`src/rtl/hbi_pkg.sv`:
```
package hbi_pkg;
  typedef enum logic [1:0] {
    TG_REG   = 2'd0,
    TG_DPORT = 2'd1,
    TG_NONE  = 2'd2,
    TG_BADW  = 2'd3
  } tgt_e;

  typedef enum logic [1:0] {
    ST_IDLE  = 2'd0,
    ST_SERVE = 2'd1,
    ST_HOLD  = 2'd2,
    ST_DONE  = 2'd3
  } st_e;
endpackage

```
`src/rtl/hbi_addr_dec.sv`:
```
module hbi_addr_dec
  import hbi_pkg::*;
#(
  parameter int AW      = 4,
  parameter int NREG    = 8,
  parameter int DP_ADDR = 6
) (
  input  logic            clk,
  input  logic            rst_n,
  input  logic [AW-1:0]   addr_i,
  input  logic            ads_n,
  output tgt_e            tgt_o,
  output logic [NREG-1:0] sel_o
);
  localparam logic [AW-1:0] DP_A   = AW'(DP_ADDR);
  localparam logic [AW:0]   NREG_W = (AW+1)'(NREG);

  logic [AW-1:0] addr_q;

  // clocked stand-in for a transparent latch: open while ads_n is low
  always_ff @(posedge clk or negedge rst_n) begin
    if (!rst_n)      addr_q <= '0;
    else if (!ads_n) addr_q <= addr_i;
  end

  always_comb begin
    if (addr_q == DP_A)                tgt_o = TG_DPORT;
    else if ({1'b0, addr_q} < NREG_W)  tgt_o = TG_REG;
    else                               tgt_o = TG_NONE;
  end

  for (genvar i = 0; i < NREG; i++) begin : g_sel
    assign sel_o[i] = (tgt_o == TG_REG) && (addr_q == AW'(i));
  end
endmodule

```
`src/rtl/hbi_strobe_sync.sv`:
```
module hbi_strobe_sync #(
  parameter int N      = 2,
  parameter int STAGES = 2
) (
  input  logic         clk,
  input  logic         rst_n,
  input  logic [N-1:0] in_n,
  output logic [N-1:0] lvl_n,
  output logic [N-1:0] fall
);
  for (genvar i = 0; i < N; i++) begin : g_bit
    logic [STAGES-1:0] chain_q;
    logic              prev_q;

    always_ff @(posedge clk or negedge rst_n) begin
      if (!rst_n) begin
        chain_q <= '1;
        prev_q  <= 1'b1;
      end else begin
        chain_q <= {chain_q[STAGES-2:0], in_n[i]};
        prev_q  <= chain_q[STAGES-1];
      end
    end

    assign lvl_n[i] = chain_q[STAGES-1];
    assign fall[i]  = prev_q & ~chain_q[STAGES-1];
  end
endmodule

```
`src/rtl/hbi_cycle_fsm.sv`:
```
module hbi_cycle_fsm
  import hbi_pkg::*;
#(
  parameter int NREG     = 8,
  parameter int BEW      = 4,
  parameter int REL_CLKS = 2
) (
  input  logic            clk,
  input  logic            rst_n,
  input  logic            mode_i,
  input  logic            cyc_n,
  input  logic            rd_raw_n,
  input  logic            wr_raw_n,
  input  logic            rd_lvl_n,
  input  logic            wr_lvl_n,
  input  logic            rd_fall,
  input  logic            wr_fall,
  input  logic            dcs_n,
  input  logic [BEW-1:0]  be_n,
  input  tgt_e            dec_tgt,
  input  logic [NREG-1:0] dec_sel,
  input  logic            dp_ready_i,
  output logic [NREG-1:0] reg_sel_o,
  output logic            reg_rd_o,
  output logic            reg_wr_o,
  output logic            dp_valid_o,
  output logic            dp_write_o,
  output logic            dcs_err_o,
  output logic            ardy_o,
  output logic            srdy_n_o
);
  localparam int            CW       = $clog2(REL_CLKS + 1);
  localparam logic [CW-1:0] CNT_LAST = CW'(REL_CLKS - 1);

  st_e             st_q, st_d;
  tgt_e            tgt_q, tgt_new;
  logic            wr_q, wr_new;
  logic [NREG-1:0] sel_q;
  logic            sync_q;
  logic [CW-1:0]   cnt_q;
  logic            srdy_q;
  logic            start, served, quiet, in_serve;

  always_comb begin
    start   = sync_q ? !cyc_n : (rd_fall || wr_fall);
    tgt_new = !dcs_n ? ((be_n == '0) ? TG_DPORT : TG_BADW) : dec_tgt;
    wr_new  = sync_q ? !wr_raw_n : wr_fall;
    in_serve = (st_q == ST_SERVE);
    served  = in_serve && ((tgt_q != TG_DPORT) || dp_ready_i);
    quiet   = rd_raw_n && wr_raw_n && rd_lvl_n && wr_lvl_n && cyc_n;
  end

  always_comb begin
    st_d = st_q;
    unique case (st_q)
      ST_IDLE:  if (start) st_d = ST_SERVE;
      ST_SERVE: if (served) st_d = sync_q ? ST_IDLE :
                                   ((REL_CLKS < 2) ? ST_DONE : ST_HOLD);
      ST_HOLD:  if (cnt_q >= CNT_LAST) st_d = ST_DONE;
      ST_DONE:  if (rd_lvl_n && wr_lvl_n) st_d = ST_IDLE;
      default:  st_d = ST_IDLE;
    endcase
  end

  always_ff @(posedge clk or negedge rst_n) begin
    if (!rst_n) begin
      st_q   <= ST_IDLE;
      tgt_q  <= TG_NONE;
      wr_q   <= 1'b0;
      sel_q  <= '0;
      sync_q <= 1'b0;
      cnt_q  <= '0;
      srdy_q <= 1'b1;
    end else begin
      st_q   <= st_d;
      srdy_q <= !(served && sync_q);
      if (st_q == ST_IDLE && start) begin
        tgt_q <= tgt_new;
        wr_q  <= wr_new;
        sel_q <= dec_sel;
      end
      if (st_q == ST_IDLE && !start && quiet) sync_q <= mode_i;
      if (st_d == ST_HOLD && st_q != ST_HOLD) cnt_q <= CW'(1);
      else if (st_q == ST_HOLD)               cnt_q <= cnt_q + CW'(1);
    end
  end

  always_comb begin
    reg_rd_o   = in_serve && (tgt_q == TG_REG) && !wr_q;
    reg_wr_o   = in_serve && (tgt_q == TG_REG) && wr_q;
    reg_sel_o  = (in_serve && (tgt_q == TG_REG)) ? sel_q : '0;
    dp_valid_o = in_serve && (tgt_q == TG_DPORT);
    dp_write_o = wr_q;
    dcs_err_o  = in_serve && (tgt_q == TG_BADW);
    ardy_o     = sync_q || (rd_raw_n && wr_raw_n) || (st_q == ST_DONE);
    srdy_n_o   = srdy_q;
  end
endmodule

```
`src/rtl/hbi_bridge.sv`:
```
module hbi_bridge
  import hbi_pkg::*;
#(
  parameter int AW       = 4,
  parameter int NREG     = 8,
  parameter int DP_ADDR  = 6,
  parameter int BEW      = 4,
  parameter int REL_CLKS = 2,
  parameter int STAGES   = 2
) (
  input  logic            clk,
  input  logic            rst_n,
  input  logic [AW-1:0]   addr_i,
  input  logic            ads_n,
  input  logic            rd_n,
  input  logic            wr_n,
  input  logic            cyc_n,
  input  logic            bus_sync_i,
  input  logic            dcs_n,
  input  logic [BEW-1:0]  be_n,
  output logic [NREG-1:0] reg_sel_o,
  output logic            reg_rd_o,
  output logic            reg_wr_o,
  output logic            dp_valid_o,
  output logic            dp_write_o,
  input  logic            dp_ready_i,
  output logic            dcs_err_o,
  output logic            ardy_o,
  output logic            srdy_n_o
);
  tgt_e            dec_tgt;
  logic [NREG-1:0] dec_sel;
  logic [1:0]      lvl_n, fall;

  hbi_addr_dec #(.AW(AW), .NREG(NREG), .DP_ADDR(DP_ADDR)) u_dec (
    .clk(clk), .rst_n(rst_n), .addr_i(addr_i), .ads_n(ads_n),
    .tgt_o(dec_tgt), .sel_o(dec_sel)
  );

  hbi_strobe_sync #(.N(2), .STAGES(STAGES)) u_sync (
    .clk(clk), .rst_n(rst_n), .in_n({wr_n, rd_n}),
    .lvl_n(lvl_n), .fall(fall)
  );

  hbi_cycle_fsm #(.NREG(NREG), .BEW(BEW), .REL_CLKS(REL_CLKS)) u_fsm (
    .clk(clk), .rst_n(rst_n), .mode_i(bus_sync_i), .cyc_n(cyc_n),
    .rd_raw_n(rd_n), .wr_raw_n(wr_n),
    .rd_lvl_n(lvl_n[0]), .wr_lvl_n(lvl_n[1]),
    .rd_fall(fall[0]), .wr_fall(fall[1]),
    .dcs_n(dcs_n), .be_n(be_n), .dec_tgt(dec_tgt), .dec_sel(dec_sel),
    .dp_ready_i(dp_ready_i),
    .reg_sel_o(reg_sel_o), .reg_rd_o(reg_rd_o), .reg_wr_o(reg_wr_o),
    .dp_valid_o(dp_valid_o), .dp_write_o(dp_write_o),
    .dcs_err_o(dcs_err_o), .ardy_o(ardy_o), .srdy_n_o(srdy_n_o)
  );
endmodule

```
`config.mk`:
```
export PLATFORM = sky130hd
export DESIGN_NAME = hbi_bridge
export DESIGN_NICKNAME = d
export VERILOG_FILES = /design/src/rtl/hbi_pkg.sv /design/src/rtl/hbi_addr_dec.sv /design/src/rtl/hbi_strobe_sync.sv /design/src/rtl/hbi_cycle_fsm.sv /design/src/rtl/hbi_bridge.sv
export SDC_FILE = /design/constraint.sdc
export NUM_CORES = 1
export LEC_CHECK = 0
export BUFFER_PORTS_ARGS = -buffer_cell sky130_fd_sc_hd__buf_2
export CORE_ASPECT_RATIO = 0.9
export CORE_MARGIN = 2
export CORE_UTILIZATION = 35
export CTS_CLUSTER_SIZE = 24
export DETAILED_ROUTE_END_ITERATION = 12
export MAX_ROUTING_LAYER = met4
export PLACE_DENSITY = 0.66
export SETUP_SLACK_MARGIN = 0.02
export SLEW_MARGIN = 40
export SYNTH_ARGS = -nofsm -noshare
export SYNTH_HDL_FRONTEND = slang
export SYNTH_SLANG_ARGS = --single-unit
export TNS_END_PERCENT = 10
```
`constraint.sdc`:
```
create_clock -name clk -period 1.58 [get_ports clk]
set_input_delay 0 -clock clk [delete_from_list [all_inputs] [get_ports clk]]
set_output_delay 0 -clock clk [all_outputs]
set_load 0.05 [all_outputs]
```
# [Word level (Yosys, flattened, before mapping)]
# Cells that the tools add are included.
[totals] elab_cells=88 n_memories=0 in_bits=17 output_inout_bits=15 mem_bits_ro=0 ramBits=0 reg_bits=27 latchBits=0
[op_classes] mul=0 div_mod_pow=0 bitwise=4 mux=15 magnitude_cmp=2 add_sub_neg=1 shift=0 eq_ne=15 reduce_logical=39
[ops] operator="logical AND 1 bit" n=24
[ops] operator="2-to-1 mux 2 bit" n=11
[ops] operator="== test 4 x 3 -> 1 bit (second input constant)" n=4
[ops] operator="== test 2 bit (second input constant)" n=4
[ops] operator="== test 4 x 2 -> 1 bit (second input constant)" n=2
[ops] operator="logical NOT 4 bit" n=2
[ops] operator="2-to-1 mux 8 bit" n=1
[ops] operator="one-hot mux 2 bit (4 select lines)" n=1
[ops] operator="logical NOT 2 bit" n=3
[ops] operator="logical NOT 1 bit" n=5
[ops] operator="== test 2 x 1 -> 1 bit (second input constant)" n=2
[ops] operator="== test 4 x 1 -> 1 bit (second input constant)" n=1
[ops] operator="logical OR 1 bit" n=4
[ops] operator="less-than comparator 4 bit (second input constant)" n=1
[ops] operator="adder 2 x 1 -> 2 bit (second input constant)" n=1
[ops] operator="AND 1 bit" n=2
[ops] operator=">= comparator 2 x 1 -> 1 bit (second input constant)" n=1
[ops] operator="2-to-1 mux 1 bit" n=2
[ops] operator="!= test 2 x 1 -> 1 bit (second input constant)" n=1
[ops] operator="!= test 2 bit (second input constant)" n=1
[ops] operator="NOT 1 bit" n=2
[ops] operator="nonzero test 2 bit" n=1

# [Depth between registers and ports, before layout]
# Gate-level depths: netlist (run 1).
[logic_depth] depth_word=9 depth_mapped=5

# [By module]
# From an unflattened synthesis (run 1), not the netlist that was laid out.
[hier_totals] cells_unflattened=108 hier_area_um2=1353.8
[by_module_without_submodules] mod="hbi_cycle_fsm" instances=1 area_each_um2=900.9 cells_each=78
[by_module_without_submodules] mod="hbi_addr_dec" instances=1 area_each_um2=252.7 cells_each=20
[by_module_without_submodules] mod="hbi_strobe_sync" instances=1 area_each_um2=200.2 cells_each=10

# [Worst setup path after synthesis (run 1)]
# OpenSTA, ideal clock, no wires.
[synth_path] path_kind="register to output" startpoint="reg u_fsm.wr_q (netlist: u_fsm.dp_write_o)" endpoint="out reg_wr_o" n_path_buf=0 path_stages_with_launch=3 path_slack_ps=-666 arrival_ps=2246 cell_sequence="dfrtp_1 > inv_1 > nor4_1"
[synth_via] elab_chain_cells=1
[synth_lines] element="start: declaration" line_no="hbi_cycle_fsm.sv:37" source="logic wr_q, wr_new;"
[synth_lines] element="start signal: assignment" line_no="hbi_cycle_fsm.sv:79" source="wr_q <= wr_new;"
[synth_lines] element="logical AND 1 bit" line_no="hbi_cycle_fsm.sv:90" source="reg_wr_o = in_serve && (tgt_q == TG_REG) && wr_q;"
[synth_lines] element="end: declaration" line_no="hbi_bridge.sv:23" source="output logic reg_wr_o,"
# No other way between the ends.

# [Final worst setup path (run 1)]
[layout_path] startpoint="reg u_fsm.st_q[1]" endpoint="out reg_sel_o[0]"
[layout_via] elab_chain_cells=3
[layout_lines] element="start: declaration" line_no="hbi_cycle_fsm.sv:35" source="st_e st_q, st_d;"
[layout_lines] element="start signal: assignment" line_no="hbi_cycle_fsm.sv:75" source="st_q <= st_d;"
[layout_lines] element="== test 2 x 1 -> 1 bit" line_no="hbi_cycle_fsm.sv:48" source="in_serve = (st_q == ST_SERVE);"
[layout_lines] element="logical AND 1 bit" line_no="hbi_cycle_fsm.sv:91" source="reg_sel_o = (in_serve && (tgt_q == TG_REG)) ? sel_q : '0;"
[layout_lines] element="2-to-1 mux 8 bit" line_no="hbi_cycle_fsm.sv:91"
[layout_lines] element="end: declaration" line_no="hbi_bridge.sv:21" source="output logic [NREG-1:0] reg_sel_o,"
# No other way between the ends.

==> flow_summary.yaml, run 1 <==
cells_and_area:
  multi_input_area_um2: 632
  final_area_um2: 1840
  post_route_cells_drive_above_1_share_pct: 52.3
  diodes: 0
  seq_area_um2: 686
  area_delta_synth_final_pct: 42.9
  instances_no_fill: 199
  fillers: 324
  nets: 174
  finish.utilization_pct: 53.4
timing:
  slew_viol_final: 0
  post-route-min-period_ns: 1.56
  setup_viol: 0
  worst_slew_pin_slew_ns: 0.581
  report.final.hold_viol_count: 0
  clock_skew_ns: 0.0111
  fmax_mhz: 642
  min_period_over_period_pct: 98.6
  rsz0062_at_grt: "true"
  hold_slack_ns: 0.0350
  slew_headroom_pct: 61.3
yosys:
  synth_area_um2: 1290
  syn_area_per_cell_um2: 12.3
  synth_edf_count: 0
  yosys_register_bits: 27
  ys_types: 31
  synth_common_cells: "19 x dfrtp_1, 9 x and2_1, 8 x dfstp_2, 8 x mux2_2"
  yosys.cell_count.top_type: "dfrtp_1"
  ys_seq_area_share_pct: 53.2
  syn_nets: 123
  yosysWarnings: 0
  synth_area_leaders: "dfrtp_1 37%, dfstp_2 16%, mux2_2 7.0%, mux2_4 7.0%, and2_1 4.4%"
  synthFlopType: "dfrtp_1"
  netlist.area_leader.share_pct: 36.9
  synthCells: 105
  async_reset_ff_share_pct: 100
  yosysTopAreaCell: "dfrtp_1"
setup_path:
  cp.arrival_ns: 1.56
  critPathKind: "reg2out"
  start_kind: "flip-flop"
  worstPathRequired_ns: 1.58
  cp_max_fo: 8
  crit_path_end_kind: "primary output"
clock_network:
  clkSlewWorstSetupHoldPaths_ns: 0.09
  cts_sinks: 27
  htreeDepth: 1
  clk_latency_ns: 0.28
  cts-root-buf: "clkbuf_8"
  clk_path_buf_depth: 2
  post_cts_buffers: 0
  cts_buffers: 3
  tritoncts: "built"
routing:
  drt_pre_antenna_iters: 4
  ant_nets: 0
  dr.first_iter.drc_count: 31
  drc: 0
  drt_wl_total_mm: 2.80
  num_vias: 968
  wire_per_inst_um: 14.1
  routed_via_density: 4.86
place:
  io_buffers: 31
  place_inst: 187
  placed_area_um2: 1570
  post-dp-hpwl_mm: 2.02
  routabilityCongestion: 0.756
job:
  maxCapViolations: 0
power:
  powerDensity_nw_per_um2: 1410
  p_clk_share_pct: 14.9
  switchingPower_uw: 993
  combPwrFrac_pct: 44.8
  irDropWorstVdd_uv: 649
  p_int_mw: 1.62
  seqPwrFrac_pct: 40.3
  swShare_pct: 38.1
  leakage_nw: 0.828
floorplanning:
  die-area_um2: 4190
  start_util_pct: 37.4
  core_um2: 3450
  die_h_um: 61.6
  rows: 20
  die_x_um: 68.0
  ios: 32
hold_path:
  worst_hold_path_type: "in2reg"
status:
  status: "complete, no violations"
global_route:
  grtUsageTotal_pct: 15.8
  gr-total-overflow: 0
  grt_pass1_wl_mm: 4.63
  grt_pass1_vias: 1012
  antenna_found_initial: 0
  grt_start_max_net_pins: 28
## repair_timing
item / 4_1_cts / 5_1_grt
gates cloned: 0 / 0
hold buffers: 8 / 0
endpoints found under the setup margin: 12 / 14
hold endpoints to repair: 26 / 0
pin swaps: 0 / 5
resized for setup: 30 / 13
## flip-flops by register name, indices dropped and copies added, names as in the netlist
signal / flops
u_fsm.sel_q: 8
u_dec.addr_q: 4
u_sync.g_bit.chain_q: 4
u_fsm.cnt_q: 2
u_fsm.st_q: 2
u_fsm.tgt_q: 2
u_sync.g_bit.prev_q: 2
u_fsm.dp_write_o: 1
u_fsm.srdy_n_o: 1
u_fsm.sync_q: 1
## layout by cell type, fill, tap and decap left out, types with 2 or more instances in the layout
| cell type | Yosys | layout |
|---|---|---|
| buf_2 | 0 | 20 |
| dfrtp_1 | 19 | 19 |
| and2_4 | 0 | 8 |
| mux2_2 | 8 | 8 |
| dlygate4sd3_1 | 0 | 8 |
| buf_8 | 0 | 8 |
| dfstp_2 | 8 | 8 |
| mux2_4 | 6 | 6 |
| buf_4 | 0 | 6 |
| inv_1 | 5 | 5 |
| nor2b_1 | 6 | 5 |
| nand2_1 | 5 | 5 |
| nand3_1 | 4 | 4 |
| nor2_1 | 3 | 3 |
| nor3_1 | 3 | 3 |
| clkbuf_8 | 0 | 3 |
| buf_6 | 1 | 3 |
| and3_1 | 2 | 2 |
| nand2b_1 | 3 | 2 |
| mux2i_1 | 2 | 2 |
| nor4b_1 | 2 | 2 |
| nor4_1 | 4 | 2 |
| o21ai_0 | 2 | 2 |
## worst paths after layout
path | startpoint | end | slack, ns | cells past startpoint
worst max-delay path | u_fsm.st_q[1]$_DFF_PN0_ | reg_sel_o[0] | 0.02 | 6
worst min-delay path | ads_n | u_dec.addr_q[3]$_DFFE_PN0N_ | 0.03 | 2
worst max register to register | u_fsm.sync_q$_DFFE_PN0P_ | u_fsm.sel_q[5]$_DFFE_PN0P_ | 0.09 | 4
worst min register to register | u_sync.g_bit[1].chain_q[0]$_DFF_PN1_ | u_sync.g_bit[1].chain_q[1]$_DFF_PN1_ | 0.36 | 0
max in group asynchronous | rst_n | u_fsm.sel_q[6]$_DFFE_PN0P_ | 0.94 | 2
min in group asynchronous | rst_n | u_fsm.cnt_q[1]$_DFFE_PN0P_ | 0.24 | 2
## final cells by class
class / count / area share, %
Clock buffer: 4 / 2.44
Timing Repair Buffer: 47 / 22.1
Inverter: 5 / 1.02
Multi-Input combinational cell: 72 / 34.3
Tap cell: 44 / 2.99
Sequential cell: 27 / 37.2
## through the flow
stage / worst slack [ns] / power (mW) / setup TNS, ns
after global placement: 0.124 / 2.08 / 0
after floorplan: -0.121 / 1.78 / -0.121
final: 0.0217 / 2.61 / 0
after CTS: 0.00289 / 2.57 / 0
after global routing: -0.0522 / 2.78 / -0.388
after detailed placement: 0.0859 / 2.10 / 0
## power groups by stage
stage	registers (mW)	logic (mW)	clock network (mW)
4_1_cts	1.04	1.13	0.408
6_report	1.05	1.17	0.389
3_3_place_gp	1.03	1.04	0
3_5_place_dp	1.04	1.06	0
2_1_floorplan	1.10	0.679	0
5_1_grt	1.07	1.27	0.434
## cells by family (layout without fill, tap and decap cells)
kind of cell               count (synthesis)  after routing  synth area share (%)
and+or+nand+nor                           46             46                  21.2
DFF                                       27             27                  53.2
muxes                                     16             16                  15.5
AOI/OAI and AO/OA                          8              8                  6.11
buffers and inverters                      6             56                  2.33
adders and majority gates                  1              1                 0.970
xor gates and xnor gates                   1              1                 0.679
## layer usage
metal / GRT usage [%] / part of all wire, %
met1: 19.9 / 46
met2: 25.1 / 48
met3: 4.20 / 5.2
met4: 4.57 / 0.57
met5: - / 0
## critical path, cell delays in order (launching register included)
cell	delay, ns
dfrtp_1	0.41
buf_6	0.14
nand2b_4	0.15
nor3_4	0.12
buf_6	0.15
and2_4	0.15
buf_8	0.14
No activity file was read; power rests on OpenSTA's default activity.
==> inputs of run 2 (changes only) <==
==> constraint.sdc (replaced) <==
create_clock -name clk -period 1.41 [get_ports clk]
set_input_delay 0 -clock clk [delete_from_list [all_inputs] [get_ports clk]]
set_output_delay 0 -clock clk [all_outputs]
set_load 0.05 [all_outputs]
==> run 2 against run 1 <==
Effect of this change: the flow now finishes with violations (negative setup slack); clock power increased by 13%; design area increased by 7.7%; power increased by 21%; global-route usage decreased by 0.21 points; utilization increased by 4.1 points; die area unchanged; hold slack got worse by 0.0053 ns; first-iteration DRC count decreased by 9.7%; clock-buffer cell count decreased by 1.
==> flow_summary.yaml, run 2 (synthesis results as in run 1) <==
floorplanning:
  die_h_um: 61.6
  die_x_um: 68.0
  die-area_um2: 4190
  rows: 20
  ios: 32
  core_um2: 3450
  start_util_pct: 37.4
power:
  p_clk_share_pct: 13.9
  p_int_mw: 1.97
  switchingPower_mw: 1.19
  seqPwrFrac_pct: 36.1
  combPwrFrac_pct: 50.0
  powerDensity_nw_per_um2: 1590
  p_total_mw: 3.16
  swShare_pct: 37.7
  irDropWorstVdd_uv: 539
  leakage_nw: 0.902
cells_and_area:
  post_route_cells_drive_above_1_share_pct: 56.8
  area_delta_synth_final_pct: 53.8
  final_common_cell: "dfrtp_1"
  diodes: 0
  layout_common_cells: "19 x dfrtp_1, 18 x buf_2, 18 x buf_4"
  largest-register: "u_fsm.sel_q"
  multi_input_area_um2: 651
  fillers: 298
  nets: 188
  seq_area_um2: 686
  largest_reg_flops: 8
  reg.largest.list: "u_fsm.sel_q x8, u_dec.addr_q x4, u_sync.g_bit.chain_q x4"
routing:
  ant_nets: 0
  routed_via_density: 4.85
  wire_per_inst_um: 13.7
  dr.first_iter.drc_count: 28
  num_vias: 1033
  drc: 0
  drt_wl_total_mm: 2.91
  drt_pre_antenna_iters: 4
hold_path:
  worst_hold_path_type: "in2reg"
timing:
  slew_headroom_pct: 60.6
  slew_viol_final: 0
  worst_slew_pin_slew_ns: 0.590
  worst_slack_ns: -0.183
  rsz0062_at_grt: "true"
  setup_viol: 23
  report.final.hold_viol_count: 0
  hold_slack_ns: 0.0297
  clock_skew_ns: 0.00644
  min_period_over_period_pct: 113
  post-route-min-period_ns: 1.59
  fmax_mhz: 628
status:
  status: "finished with violations"
  violations: "negative setup slack"
global_route:
  grt_pass1_vias: 1023
  gr-total-overflow: 0
  grt_start_max_net_pins: 28
  antenna_found_initial: 0
  grt_pass1_wl_mm: 4.69
  grtUsageTotal_pct: 15.5
clock_network:
  clk_latency_ns: 0.27
  cts_sinks: 27
  htreeDepth: 1
  tritoncts: "built"
  cts-root-buf: "clkbuf_8"
  cts_buffers: 3
  clkSlewWorstSetupHoldPaths_ns: 0.09
  clk_path_buf_depth: 2
place:
  post-dp-hpwl_mm: 1.96
  io_buffers: 31
  routabilityCongestion: 0.883
setup_path:
  rrSetupSlack_ns: -0.18
  worstPathRequired_ns: 1.57
  cp_max_fo: 5
  endpoint: "u_fsm.sel_q[3]$_DFFE_PN0P_"
  startpoint: "u_sync.g_bit[1].chain_q[1]$_DFF_PN1_"
  critPathKind: "reg2reg"
  r2r-end: "u_fsm.sel_q[3]$_DFFE_PN0P_"
  cp.arrival_ns: 1.76
  crit_path_end_kind: "flip-flop"
  reg2reg_from: "u_sync.g_bit[1].chain_q[1]$_DFF_PN1_"
  start_kind: "flip-flop"
  r2r_cells: 5
job:
  maxCapViolations: 0
==> run 2: final cells by class <==
cell class	count	share of cell area [%]
Clock buffer	3	2.08
Tap cell	44	2.77
Inverter	5	0.946
Sequential cell	27	34.6
Clock inverter	1	0.378
Timing Repair Buffer	61	26.5
Multi-Input combinational cell	72	32.8
==> run 2: what timing repair did <==
| item | in CTS | in global routing |
|---|---|---|
| hold buffers | 8 | 0 |
| endpoints found under the hold margin | 26 | 0 |
| pin swaps | 4 | 2 |
| resized for setup | 35 | 11 |
| buffers inserted | 3 | 6 |
| endpoints found under the setup margin | 25 | 25 |
==> run 2: worst max-delay path, cell delays in order (launching register included) <==
cell	delay, ns
dfstp_2	0.57
nor2b_4	0.04
o31a_1	0.30
buf_12	0.14
buf_4	0.14
mux2_4	0.30
==> run 2: worst min path at each step <==
stage / from / to / cells past startpoint
after floorplan: rst_n / u_dec.addr_q[0]$_DFFE_PN0N_ / 0
after CTS: ads_n / u_dec.addr_q[3]$_DFFE_PN0N_ / 2
final: ads_n / u_dec.addr_q[3]$_DFFE_PN0N_ / 2
after detailed placement: rst_n / u_fsm.sync_q$_DFFE_PN0P_ / 1
after global routing: ads_n / u_dec.addr_q[2]$_DFFE_PN0N_ / 2
after global placement: rst_n / u_fsm.sync_q$_DFFE_PN0P_ / 1
==> run 2: power by group through the flow <==
stage / registers (mW) / clock network (mW) / logic (mW)
after floorplan: 1.25 / 0 / 0.781
after global placement: 1.14 / 0 / 1.29
after detailed placement: 1.14 / 0 / 1.32
after CTS: 1.14 / 0.458 / 1.49
after global routing: 1.17 / 0.491 / 1.69
final: 1.14 / 0.440 / 1.58
==> run 2: stage by stage <==
stage	worst slack [ns]	TNS [ns]	std cells	instance area [µm²]	utilization [%]
after floorplan	-0.0568	-0.388	105	1320	-
after global placement	-0.135	-0.549	192	1630	47.2
after detailed placement	-0.164	-0.806	192	1630	47.2
after CTS	-0.149	-1.82	207	1910	55.4
after global routing	-0.231	-4.58	213	1980	57.5
final	-0.183	-2.95	213	1980	57.5
==> run 2: layer usage <==
metal | vias to the layer above | share of wire (%) | wire length, µm | global-route usage, %
met5 | - | 0 | 0 | -
met4 | 0 | 0.34 | 10 | 4.29
met3 | 2 | 3.4 | 100 | 2.56
met2 | 18 | 52 | 1500 | 25.2
met1 | 517 | 45 | 1300 | 20.3
li1 | 496 | - | - | -
